### config.mk
export PLATFORM = sky130hd
export DESIGN_NAME = adc_result_cmp
export DESIGN_NICKNAME = d
export VERILOG_FILES = /design/src/rtl/adc_cmp_pkg.sv /design/src/rtl/adc_cmp_ctrl.sv /design/src/rtl/adc_cmp_datapath.sv /design/src/rtl/adc_result_cmp.sv
export SDC_FILE = /design/constraint.sdc
export NUM_CORES = 1
export LEC_CHECK = 0
export BUFFER_PORTS_ARGS = -buffer_cell sky130_fd_sc_hd__buf_2
export CAP_MARGIN = 40
export CORE_AREA = 4 4 41 43
export DETAILED_ROUTE_END_ITERATION = 8
export DIE_AREA = 0 0 45 47
export PLACE_DENSITY = 0.65
export SETUP_SLACK_MARGIN = 0.3
export SLEW_MARGIN = 25
export SYNTH_ARGS = -nofsm -noshare
export SYNTH_HDL_FRONTEND = slang
export SYNTH_SLANG_ARGS = --single-unit
### constraint.sdc
create_clock -name clk -period 1.6 [get_ports clk]
set_clock_uncertainty 0.05 [all_clocks]
set_input_delay 0.16 -clock clk [delete_from_list [all_inputs] [get_ports clk]]
set_output_delay 0.16 -clock clk [all_outputs]
set_load 0.03 [all_outputs]
### src/rtl/adc_cmp_pkg.sv
package adc_cmp_pkg;
  // Strobes from the control half to the datapath half
  typedef struct packed {
    logic eval;   // a result is present and the comparator is on
    logic clear;  // software clearing write this cycle
  } cmpStrobes_t;
endpackage

### src/rtl/adc_cmp_ctrl.sv
module adc_cmp_ctrl
  import adc_cmp_pkg::*;
(
  input  logic        resValid,
  input  logic        cmpEnable,
  input  logic        flagWrEn,
  input  logic        flagWrData,
  output cmpStrobes_t strb
);
  always_comb begin
    strb.eval  = resValid & cmpEnable;
    strb.clear = flagWrEn & ~flagWrData;
  end
endmodule

### src/rtl/adc_cmp_datapath.sv
module adc_cmp_datapath
  import adc_cmp_pkg::*;
#(
  parameter int RES_W = 12,
  parameter int THR_W = 10
) (
  input  logic             clk,
  input  logic             rst_n,
  input  logic [RES_W-1:0] resData,
  input  logic [THR_W-1:0] threshold,
  input  logic             atOrAbove,
  input  cmpStrobes_t      strb,
  output logic             cmpHit,
  output logic             cmpFlag
);
  localparam int DROP = RES_W - THR_W;

  // The threshold is scaled to the result width with zero low bits.
  // A full-width compare against it equals a compare of the upper bits.
  logic [RES_W-1:0] thrScaled;
  logic             geThr;

  always_comb begin
    thrScaled = {threshold, {DROP{1'b0}}};
    geThr     = (resData >= thrScaled);
    cmpHit    = atOrAbove ? geThr : ~geThr;
  end

  always_ff @(posedge clk or negedge rst_n) begin
    if (!rst_n)                   cmpFlag <= 1'b0;
    else if (strb.eval && cmpHit) cmpFlag <= 1'b1;    // set wins
    else if (strb.clear)          cmpFlag <= 1'b0;
  end

  assert_equal_hits_R3: assert property (@(posedge clk) disable iff (!rst_n)
    (strb.eval && atOrAbove && resData[RES_W-1:DROP] == threshold) |=> cmpFlag);

  assert_equal_misses_R4: assert property (@(posedge clk) disable iff (!rst_n)
    (!cmpFlag && strb.eval && !atOrAbove && resData[RES_W-1:DROP] == threshold
     && !strb.clear) |=> !cmpFlag);

  assert_set_beats_clear_R10: assert property (@(posedge clk) disable iff (!rst_n)
    (strb.eval && cmpHit && strb.clear) |=> cmpFlag);

  assert_sticky_R6: assert property (@(posedge clk) disable iff (!rst_n)
    (cmpFlag && !strb.clear) |=> cmpFlag);

  assert_clear_R8: assert property (@(posedge clk) disable iff (!rst_n)
    (strb.clear && !(strb.eval && cmpHit)) |=> !cmpFlag);
endmodule

### src/rtl/adc_result_cmp.sv
module adc_result_cmp
  import adc_cmp_pkg::*;
#(
  parameter int RES_W = 12,
  parameter int THR_W = 10
) (
  input  logic             clk,
  input  logic             rst_n,
  input  logic             resValid,
  input  logic [RES_W-1:0] resData,
  input  logic             resPath,
  input  logic             dstFull,
  input  logic             cmpEnable,
  input  logic             atOrAbove,
  input  logic [THR_W-1:0] threshold,
  input  logic             intEnable,
  input  logic             flagWrEn,
  input  logic             flagWrData,
  input  logic             rmwRead,
  output logic             cmpFlag,
  output logic             cmpIrq,
  output logic             flagRead
);
  cmpStrobes_t strb;
  logic        cmpHit;

  adc_cmp_ctrl u_ctrl (
    .resValid  (resValid),
    .cmpEnable (cmpEnable),
    .flagWrEn  (flagWrEn),
    .flagWrData(flagWrData),
    .strb      (strb)
  );

  adc_cmp_datapath #(.RES_W(RES_W), .THR_W(THR_W)) u_dp (
    .clk      (clk),
    .rst_n    (rst_n),
    .resData  (resData),
    .threshold(threshold),
    .atOrAbove(atOrAbove),
    .strb     (strb),
    .cmpHit   (cmpHit),
    .cmpFlag  (cmpFlag)
  );

  assign cmpIrq   = cmpFlag & intEnable;
  assign flagRead = rmwRead | cmpFlag;

  // Source path and FIFO fullness never block a hit
  assert_full_ignored_R5: assert property (@(posedge clk) disable iff (!rst_n)
    (resValid && cmpEnable && cmpHit && (resPath || dstFull)) |=> cmpFlag);

  assert_disabled_quiet_R1: assert property (@(posedge clk) disable iff (!rst_n)
    $rose(cmpFlag) |-> $past(resValid && cmpEnable));

  assert_irq_gated_R7: assert property (@(posedge clk) disable iff (!rst_n)
    cmpIrq |-> (intEnable && cmpFlag));
endmodule

### After elaboration in Yosys (flattened, before gate mapping)

Cells that the tools add are included.
W data, S select, Z words.

| operators by class | value |
|---|---|
| reductions and logical operators | 2 |
| mux-type cells | 3 |
| bitwise operators | 6 |
| magnitude comparators | 1 |

Operators by type and width:

| operator | number |
|---|---|
| $ge A12 B12 Y1 | 1 |
| $and A1 B1 Y1 | 3 |
| $mux W1 | 3 |
| $not A1 Y1 | 2 |
| $reduce_bool A2 Y1 | 1 |
| $logic_and A1 B1 Y1 | 1 |
| $or A1 B1 Y1 | 1 |

| word-level totals | value |
|---|---|
| word-level logic and storage cells | 13 |
| flip-flop bits (word level) | 1 |
| input port bits | 33 |
| output and inout bits | 3 |

### Longest topological paths before layout

Gate-level depths: netlist (run 1).

| depth | value |
|---|---|
| depth in word-level cells | 5 |
| mapped depth | 7 |
| mapped depth without buffers | 7 |

### By module

From an unflattened synthesis (run 1), not the netlist that was laid out.

| second synthesis, totals | value |
|---|---|
| cells, all modules | 42 |
| area, all modules | 337.8 um^2 |

Modules (own cells, without submodules):

| module | cells an instance | seq. area each (um^2) | instances | area an instance (um^2) |
|---|---|---|---|---|
| adc_cmp_datapath | 38 | 25.0 | 1 | 304.0 |
| adc_cmp_ctrl | 2 | 0.0 | 1 | 20.0 |
| adc_result_cmp | 2 | 0.0 | 1 | 13.8 |

### Worst setup path after synthesis (run 1)

Ideal clock, no wire load.

| path | value |
|---|---|
| kind | input -> register |
| start point | input threshold[1] |
| end point | register u_dp.cmpFlag |
| stages | 7 |
| arrival | 1.485 ns |
| setup time | 0.121 ns |
| path buffers | 0 |
| required time | 1.429 ns |
| path slack | -0.056 ns |
| cells stage by stage | inv_1 > ha_1 > nor2b_4 > a311o_1 > a221oi_2 > xor2_1 > a32o_2 |

| on the way | value |
|---|---|
| longest elaborated chain between the ends | 5 |
| elaborated cells on any way between the ends | 6 |
| classes of those cells | order compare (1); mux (2); bitwise (1); reduce/logical (2) |

RTL lines:

| what | line | text |
|---|---|---|
| start: declaration | adc_result_cmp.sv:15 | `input logic [THR_W-1:0] threshold,` |
| $ge A12 B12 Y1 (*) | adc_cmp_datapath.sv:25 | `geThr = (resData >= thrScaled);` |
| $not A1 Y1 | adc_cmp_datapath.sv:26 | `cmpHit = atOrAbove ? geThr : ~geThr;` |
| $mux W1 (*) | adc_cmp_datapath.sv:26 |  |
| $logic_and A1 B1 Y1 (*) | adc_cmp_datapath.sv:31 | `else if (strb.eval && cmpHit) cmpFlag <= 1'b1;` |
| $mux W1 / $reduce_bool A2 Y1 (equally long branches) | - |  |
| end signal: assignment | adc_cmp_datapath.sv:30 | `if (!rst_n) cmpFlag <= 1'b0;` |
| end signal: assignment | adc_cmp_datapath.sv:31 |  |
| end signal: assignment | adc_cmp_datapath.sv:32 | `else if (strb.clear) cmpFlag <= 1'b0;` |
| end: declaration | adc_cmp_datapath.sv:14 | `output logic cmpFlag` |

Mark *: on every way between the ends. The rest lies on a longest branch, timed or not.
A chain may end at the register's enable or synchronous reset.

### Worst setup path in the final report (run 1)

Ends and elaborated chain as after synthesis.

==> reports/results.tsv, run 1 <==
stage	metric	value	unit
clock_tree	post-CTS setup buffers	0	
final_layout	Filler cells	149	
power_and_ir_drop	VDD IR max	0.124	mV
global_route	first-pass GRT wire length	1.23	mm
worst_hold_path	Tightest Hold Check Type	in -> reg	
final_layout	layout cell share with drive strength beyond 1	51.3	%
timing	Rel. slew slack	83.7	%
drt	detailed-router iteration count before antenna repair	3	
global_route	global route overflow	0	
final_layout	commonest cells after routing, fill and taps aside	32 x buf_2, 9 x inv_1, 9 x ha_1, 4 x a21oi_1, 3 x nand2_1	
timing	fmax	0.600	GHz
floorplanning	core region area	1300	sq um
global_route	largest net degree at the start of global routing	5	
yosys	synth warn	0	
placed_design	DP HPWL	806	microns
clock_tree	Clock transition at path regs	0	ns
placed_design	Placer Congestion	0.597	
drt	DRC viols	0	
setup_path	WP data arrival	1.50	ns
global_route	total global-route track usage	7.25	%
timing	Tightest Pin Transition	0.242	ns
drt	Routed WL per cell	9.07	microns
final_layout	commonest non-fill, non-tap cell in the layout	buf_2	
final_layout	Biggest register	u_dp.cmpFlag	
timing	Worst Setup Slack, final	-0.0673	ns
final_layout	final core occ	42.6	%
setup_path	reg2reg path depth	1	
outcome	status	complete, but fails checks	
yosys	area share of the largest cell type after synthesis	38.5	%
floorplanning	IO Pins	36	
floorplanning	DIE AREA	2120	sq um
drt	routed wire length	825	microns
setup_path	CP Data Required Time	1.43	ns
placed_design	port buffer count	33	
floorplanning	die height	47	microns
yosys	total nets after synthesis	85	
final_layout	n_diodes	0	
global_route	vias in the first global route	361	
timing	Setup-failing EPs final	1	
setup_path	CP Launch Type	input port	
timing	fin crit period	1.67	ns
timing	Tcrit/Tclk final	104	%
yosys	flops & latches, synth	1	
power_and_ir_drop	leakage power	0.336	nW
worst_hold_path	Hold Path Stages	2	
final_layout	biggest regs	u_dp.cmpFlag x1	
drt	Via density	4.41	
final_layout	P&R area growth vs syn	70.4	%
timing	Setup TNS	-0.0673	ns
setup_path	register-to-register setup slack	0.81	ns
yosys	cell count after synthesis	42	
floorplanning	initial core utilization	25.0	%
power_and_ir_drop	Power Dens Cells	345	nW/um^2
floorplanning	cell row count	13	
drt	vias after detailed routing	401	
setup_path	Crit Path Category	in -> reg	
setup_path	crit-path max FO	2	
timing	RSZ-0062 raised after global routing	yes	
setup_path	Critical Path End Type	flop	
job	max-cap viol count	0	
yosys	Netlist cell types	17	
global_route	antenna violations before repair	0	
final_layout	area taken by multi-input logic gates	275	sq um
outcome	failing checks	setup timing	
final_layout	Final nets	121	
floorplanning	Die X	45	microns
yosys	Synth area leaders	ha_1 38%, inv_1 12%, dfrtp_1 7.7%	
clock_tree	Skew-Pair Late Insertion Delay	0	ns
yosys	Yosys top cell by area	ha_1	
timing	Final Hold Viols	0	
final_layout	max FFs per register	1	
yosys	Mapped Area	325	sq um
timing	Final Slew Violations	0	
drt	antenna viol nets, final	0	
yosys	sequential area share after synthesis	7.69	%
drt	Initial DRC Count	4	
yosys	Syn Area/Cell	7.75	sq um
final_layout	Reg area	25.0	sq um
[kinds of logic (layout without fill, tap and decap cells)]
group	Yosys count	after routing	synth area share, %
compound gates	9	9	20.4
fa+ha+maj	10	10	38.5
flops	1	1	7.69
xor+xnor	1	1	2.69
buf+inv	10	44	11.5
simple gates	11	11	19.2
[routing by layer]
layer | vias up | part of all wire [%] | global-route usage (%)
li1 | 212 | - | -
met1 | 167 | 37 | 7.90
met2 | 22 | 49 | 15.5
met3 | 0 | 14 | 0.766
met4 | 0 | 0 | 0
met5 | - | 0 | 0
[synthesized netlist by cell type, drive strengths merged]
library cell,number
a221oi,1
nand2,3
nor2,2
o21ai,2
nor3,1
a311o,1
nor2b,1
dfrtp,1
and2,1
inv,10
ha,10
nand4,1
nand2b,1
xor2,1
a32o,1
a21oi,4
or2,1
[repair_timing]
item	CTS	global route
pin swaps	2	0
endpoints found under the setup margin	1	1
cloned	0	0
hold buffers	1	0
resized for setup	3	0
endpoints found under the hold margin	1	0
[worst paths after layout]
check	from	to
max	threshold[1]	u_dp.cmpFlag$_DFFE_PN0P_
max reg2reg	u_dp.cmpFlag$_DFFE_PN0P_	u_dp.cmpFlag$_DFFE_PN0P_
min in group asynchronous	rst_n	u_dp.cmpFlag$_DFFE_PN0P_
min reg2reg	u_dp.cmpFlag$_DFFE_PN0P_	u_dp.cmpFlag$_DFFE_PN0P_
min	cmpEnable	u_dp.cmpFlag$_DFFE_PN0P_
max in group asynchronous	rst_n	u_dp.cmpFlag$_DFFE_PN0P_
[final cells by class]
class                           instances  share of cell area [%]
Inverter                               10                    9.03
Tap cell                               15                    3.39
Multi-Input combinational cell         31                    49.7
Timing Repair Buffer                   34                    33.4
Sequential cell                         1                    4.51
[metrics by stage]
stage	instances	setup WS, ns	hold WS, ns	power, mW	cell area [sq um]
3_3_place_gp	90	-0.154	-0.112	0.184	534
5_1_grt	91	-0.147	0.389	0.210	554
3_5_place_dp	90	-0.176	-0.114	0.188	534
2_1_floorplan	42	0.0570	-0.186	0.127	350
4_1_cts	91	-0.0753	0.382	0.194	554
6_report	91	-0.0673	0.379	0.191	554
[where the power goes]
part / total [mW] / switching (mW) / internal, mW / leakage [nW]
registers: 0.0351 / 0.00441 / 0.0307 / 0.0124
logic: 0.156 / 0.0759 / 0.0802 / 0.324
clock network: 0 / 0 / 0 / 0
[worst max-delay path, stage by stage]
cell      delay, ns
buf_8          0.09
inv_12         0.03
ha_4           0.22
nor2b_4        0.11
a311o_1        0.28
a221oi_2       0.26
xor2_1         0.10
a32o_2         0.24
Power figures use the tool's default switching activity.
==> run 2, diff against run 1 <==
CTS_CLUSTER_SIZE = 28   (was unset)
REMOVE_ABC_BUFFERS = 1   (was unset)
==> reports/results.tsv, run 2 (synthesis results as in run 1) <==
stage	metric	value	unit
global_route	global route overflow	0	
timing	final hold slack	0.375	ns
placed_design	Placer Congestion	0.598	
final_layout	commonest non-fill, non-tap cell in the layout	buf_2	
global_route	vias in the first global route	347	
setup_path	CP Launch Type	input port	
worst_hold_path	Tightest Hold Check Type	in -> reg	
global_route	total global-route track usage	7.09	%
timing	Tcrit/Tclk final	103	%
timing	fin crit period	1.65	ns
global_route	antenna violations before repair	0	
floorplanning	DIE AREA	2120	sq um
final_layout	P&R area growth vs syn	66.2	%
drt	Routed WL per cell	9.10	microns
timing	RSZ-0062 raised after global routing	yes	
placed_design	DP HPWL	771	microns
global_route	first-pass GRT wire length	1.22	mm
setup_path	crit-path max FO	2	
setup_path	reg-to-reg critical path startpoint	u_dp.cmpFlag$_DFFE_PN0P_	
clock_tree	Clock transition at path regs	0	ns
clock_tree	Skew-Pair Late Insertion Delay	0	ns
drt	DRC viols	0	
timing	Tightest Pin Transition	0.223	ns
job	max-cap viol count	0	
drt	antenna viol nets, final	0	
setup_path	CP startpoint	threshold[1]	
placed_design	port buffer count	33	
setup_path	Crit Path Category	in -> reg	
timing	Final Hold Viols	0	
drt	detailed-router iteration count before antenna repair	2	
timing	Worst Setup Slack, final	-0.0501	ns
floorplanning	core region area	1300	sq um
floorplanning	IO Pins	36	
final_layout	Filler cells	141	
final_layout	Biggest register	u_dp.cmpFlag	
drt	Via density	4.36	
drt	vias after detailed routing	397	
outcome	status	complete, but fails checks	
outcome	failing checks	setup timing	
final_layout	Final nets	121	
final_layout	biggest regs	u_dp.cmpFlag x1	
floorplanning	Die X	45	microns
final_layout	area taken by multi-input logic gates	275	sq um
final_layout	n_diodes	0	
timing	Setup TNS	-0.0501	ns
floorplanning	cell row count	13	
floorplanning	die height	47	microns
setup_path	CP Data Required Time	1.43	ns
clock_tree	post-CTS setup buffers	0	
setup_path	WP data arrival	1.48	ns
power_and_ir_drop	total power	187	uW
timing	Final Slew Violations	0	
global_route	largest net degree at the start of global routing	5	
timing	Setup-failing EPs final	1	
final_layout	layout cell share with drive strength beyond 1	51.3	%
final_layout	max FFs per register	1	
timing	Rel. slew slack	85.0	%
timing	fmax	0.606	GHz
worst_hold_path	HP Start	resValid	
floorplanning	initial core utilization	25.0	%
final_layout	final core occ	41.5	%
power_and_ir_drop	leakage power	0.332	nW
power_and_ir_drop	Power Dens Cells	345	nW/um^2
drt	routed wire length	828	microns
power_and_ir_drop	VDD IR max	0.188	mV
final_layout	Reg area	25.0	sq um
final_layout	commonest cells after routing, fill and taps aside	32 x buf_2, 9 x inv_1, 9 x ha_1, 4 x a21oi_1, 3 x nand2_1	
drt	Initial DRC Count	4	
setup_path	Critical Path End Type	flop	
## run 2: critical path, cell delays in order
cell,delay (ns)
buf_6,0.09
inv_4,0.04
ha_4,0.19
nor2b_4,0.11
a311o_1,0.27
a221oi_2,0.26
xor2_1,0.10
a32o_2,0.24
## run 2: metrics by stage
step	instances	setup slack (ns)	area, sq um
5_1_grt	91	-0.102	541
6_report	91	-0.0501	541
2_1_floorplan	42	-0.0560	325
3_3_place_gp	90	-0.183	509
3_5_place_dp	90	-0.199	509
4_1_cts	91	-0.0819	541
## run 2: power by group
part	total, mW	internal, mW	switching, mW
Clock	0	0	0
Sequential	0.0353	0.0307	0.00461
Combinational	0.151	0.0780	0.0733
Total	0.187	0.109	0.0779
## run 2: per-layer routing
metal,GRT usage (%),wire [microns]
met5,0,0
met4,0,0
met3,0.383,101
met2,15.0,397
met1,8.13,329
## run 2: worst paths after layout
kind,endpoint,slack [ns],cells after the start
max,u_dp.cmpFlag$_DFFE_PN0P_,-0.05,8
min,u_dp.cmpFlag$_DFFE_PN0P_,0.38,2
max reg2reg,u_dp.cmpFlag$_DFFE_PN0P_,0.81,1
min reg2reg,u_dp.cmpFlag$_DFFE_PN0P_,0.48,1
max in group asynchronous,u_dp.cmpFlag$_DFFE_PN0P_,0.99,2
min in group asynchronous,u_dp.cmpFlag$_DFFE_PN0P_,0.42,2
## run 2: area by class of cell
type,instances,share of cell area [%]
multi-input combinational,31,50.9
sequential,1,4.63
tap,15,3.47
inverter,10,7.41
timing repair buffer,34,33.6
## run 2: what timing repair did
action	in CTS	in global routing
resized for setup	4	0
endpoints found under the hold margin	1	0
setup endpoints to repair	1	1
hold buffers	1	0
gates cloned	0	0
pin swaps	5	2
==> run 3, diff against run 2 <==
BUFFER_PORTS_ARGS = -buffer_cell sky130_fd_sc_hd__buf_4   (was -buffer_cell sky130_fd_sc_hd__buf_2)
==> reports/results.tsv, run 3 (synthesis results as in run 1) <==
stage	metric	value	unit
placed_design	DP HPWL	845	microns
drt	Initial DRC Count	0	
placed_design	post-place setup slack	-0.222	ns
setup_path	Crit Path Category	in -> reg	
setup_path	WP data arrival	1.49	ns
power_and_ir_drop	switching power	80.2	uW
setup_path	reg-to-reg critical path startpoint	u_dp.cmpFlag$_DFFE_PN0P_	
power_and_ir_drop	Clock Power Share	0	%
final_layout	Finished Layout Cells	91	
clock_tree	Skew-Pair Late Insertion Delay	0	ns
worst_hold_path	Tightest Hold Check Type	in -> reg	
timing	Rel. slew slack	84.8	%
timing	fmax	0.602	GHz
power_and_ir_drop	sw frac	37.3	%
clock_tree	post-CTS setup buffers	0	
final_layout	final core occ	47.7	%
final_layout	layout cell share with drive strength beyond 1	51.3	%
timing	Setup TNS	-0.0602	ns
setup_path	CP Launch Type	input port	
final_layout	Biggest register	u_dp.cmpFlag	
global_route	antenna violations before repair	0	
setup_path	slowest CP cell	a311o_1	
global_route	total global-route track usage	8.83	%
job	max-cap viol count	0	
timing	final hold slack	0.374	ns
placed_design	Placer Congestion	0.660	
final_layout	P&R area growth vs syn	90.8	%
setup_path	Top delay family on crit path	compound AO/OA/AOI/OAI gates	
placed_design	Placed Instances	90	
timing	Tightest Pin Transition	0.226	ns
drt	antenna viol nets, final	0	
timing	RSZ-0062 raised after global routing	yes	
final_layout	biggest regs	u_dp.cmpFlag x1	
drt	DRC viols	0	
clock_tree	Clock transition at path regs	0	ns
drt	vias after detailed routing	410	
floorplanning	core region area	1300	sq um
floorplanning	die height	47	microns
final_layout	Final nets	121	
final_layout	Filler cells	137	
floorplanning	DIE AREA	2120	sq um
timing	Setup-failing EPs final	1	
setup_path	delay of the slowest cell on the worst path	0.27	ns
global_route	first-pass GRT wire length	1.50	mm
timing	Tcrit/Tclk final	104	%
final_layout	n_diodes	0	
setup_path	cells along the critical path	buf_6 -> inv_4 -> ha_4 -> nor2b_4 -> a311o_1 -> a221oi_2 -> xor2_1 -> a32o_2	
timing	Final Hold Viols	0	
floorplanning	IO Pins	36	
timing	Final Slew Violations	0	
final_layout	commonest cells after routing, fill and taps aside	32 x buf_4, 9 x inv_1, 9 x ha_1, 4 x a21oi_1, 3 x nand2_1	
drt	Routed WL per cell	9.76	microns
timing	Worst Setup Slack, final	-0.0602	ns
power_and_ir_drop	Internal	135	uW
drt	routed wire length	888	microns
setup_path	CP startpoint	threshold[1]	
outcome	failing checks	setup timing	
setup_path	crit-path max FO	2	
timing	fin crit period	1.66	ns
final_layout	commonest non-fill, non-tap cell in the layout	buf_4	
power_and_ir_drop	VDD IR max	0.303	mV
power_and_ir_drop	Power Dens Cells	347	nW/um^2
setup_path	CP Data Required Time	1.43	ns
final_layout	max FFs per register	1	
floorplanning	cell row count	13	
power_and_ir_drop	Logic pwr share	83.5	%
global_route	vias in the first global route	420	
global_route	largest net degree at the start of global routing	5	
global_route	global route overflow	0	
floorplanning	initial core utilization	25.0	%
drt	Via density	4.51	
floorplanning	Die X	45	microns
placed_design	port buffer count	33	
worst_hold_path	HP Start	resValid	
power_and_ir_drop	Sequential Power Share	16.5	%
setup_path	Critical Path End Type	flop	
outcome	status	complete, but fails checks	
drt	detailed-router iteration count before antenna repair	1	
power_and_ir_drop	leakage power	0.359	nW
setup_path	WP buf/inv	2	
run 3: metal layers:
layer  track usage [%]  wire [microns]  vias to the layer above
li1                  -               -                      213
met1              11.1             336                      175
met2              17.8             446                       22
met3                 0             104                        0
met4                 0               0                        0
met5                 0               0                        -
run 3: final cells by class:
type	count	area, sq um	share of cell area (%)
Multi-Input combinational cell	31	275	44.4
Tap cell	15	18.8	3.02
Inverter	10	40.0	6.45
Sequential cell	1	25.0	4.03
Timing Repair Buffer	34	262	42.1
run 3: through the flow:
stage                     area (sq um)  power (mW)
after CTS                          621       0.217
final                              621       0.215
after floorplan                    325       0.123
after detailed placement           592       0.210
after global routing               621       0.238
after global placement             592       0.205
run 3: worst paths after layout:
check	endpoint	depth (start not counted)	slack, ns
setup / recovery	u_dp.cmpFlag$_DFFE_PN0P_	8	-0.06
hold / removal	u_dp.cmpFlag$_DFFE_PN0P_	2	0.37
setup reg to reg	u_dp.cmpFlag$_DFFE_PN0P_	1	0.81
hold reg to reg	u_dp.cmpFlag$_DFFE_PN0P_	1	0.49
max in group asynchronous	u_dp.cmpFlag$_DFFE_PN0P_	2	0.98
min in group asynchronous	u_dp.cmpFlag$_DFFE_PN0P_	2	0.44
run 3: repair_timing:
item	in CTS	in global routing
endpoints found under the hold margin	1	0
setup endpoints to repair	1	1
pin swaps	5	1
gates resized for setup	4	1
hold buffers	1	0
run 3: power groups by stage:
stage                     clock (mW)  sequential (mW)  combinational [mW]
final                              0           0.0355               0.180
after floorplan                    0           0.0442              0.0791
after global placement             0           0.0354               0.170
after detailed placement           0           0.0352               0.174
after global routing               0           0.0365               0.201
after CTS                          0           0.0355               0.182
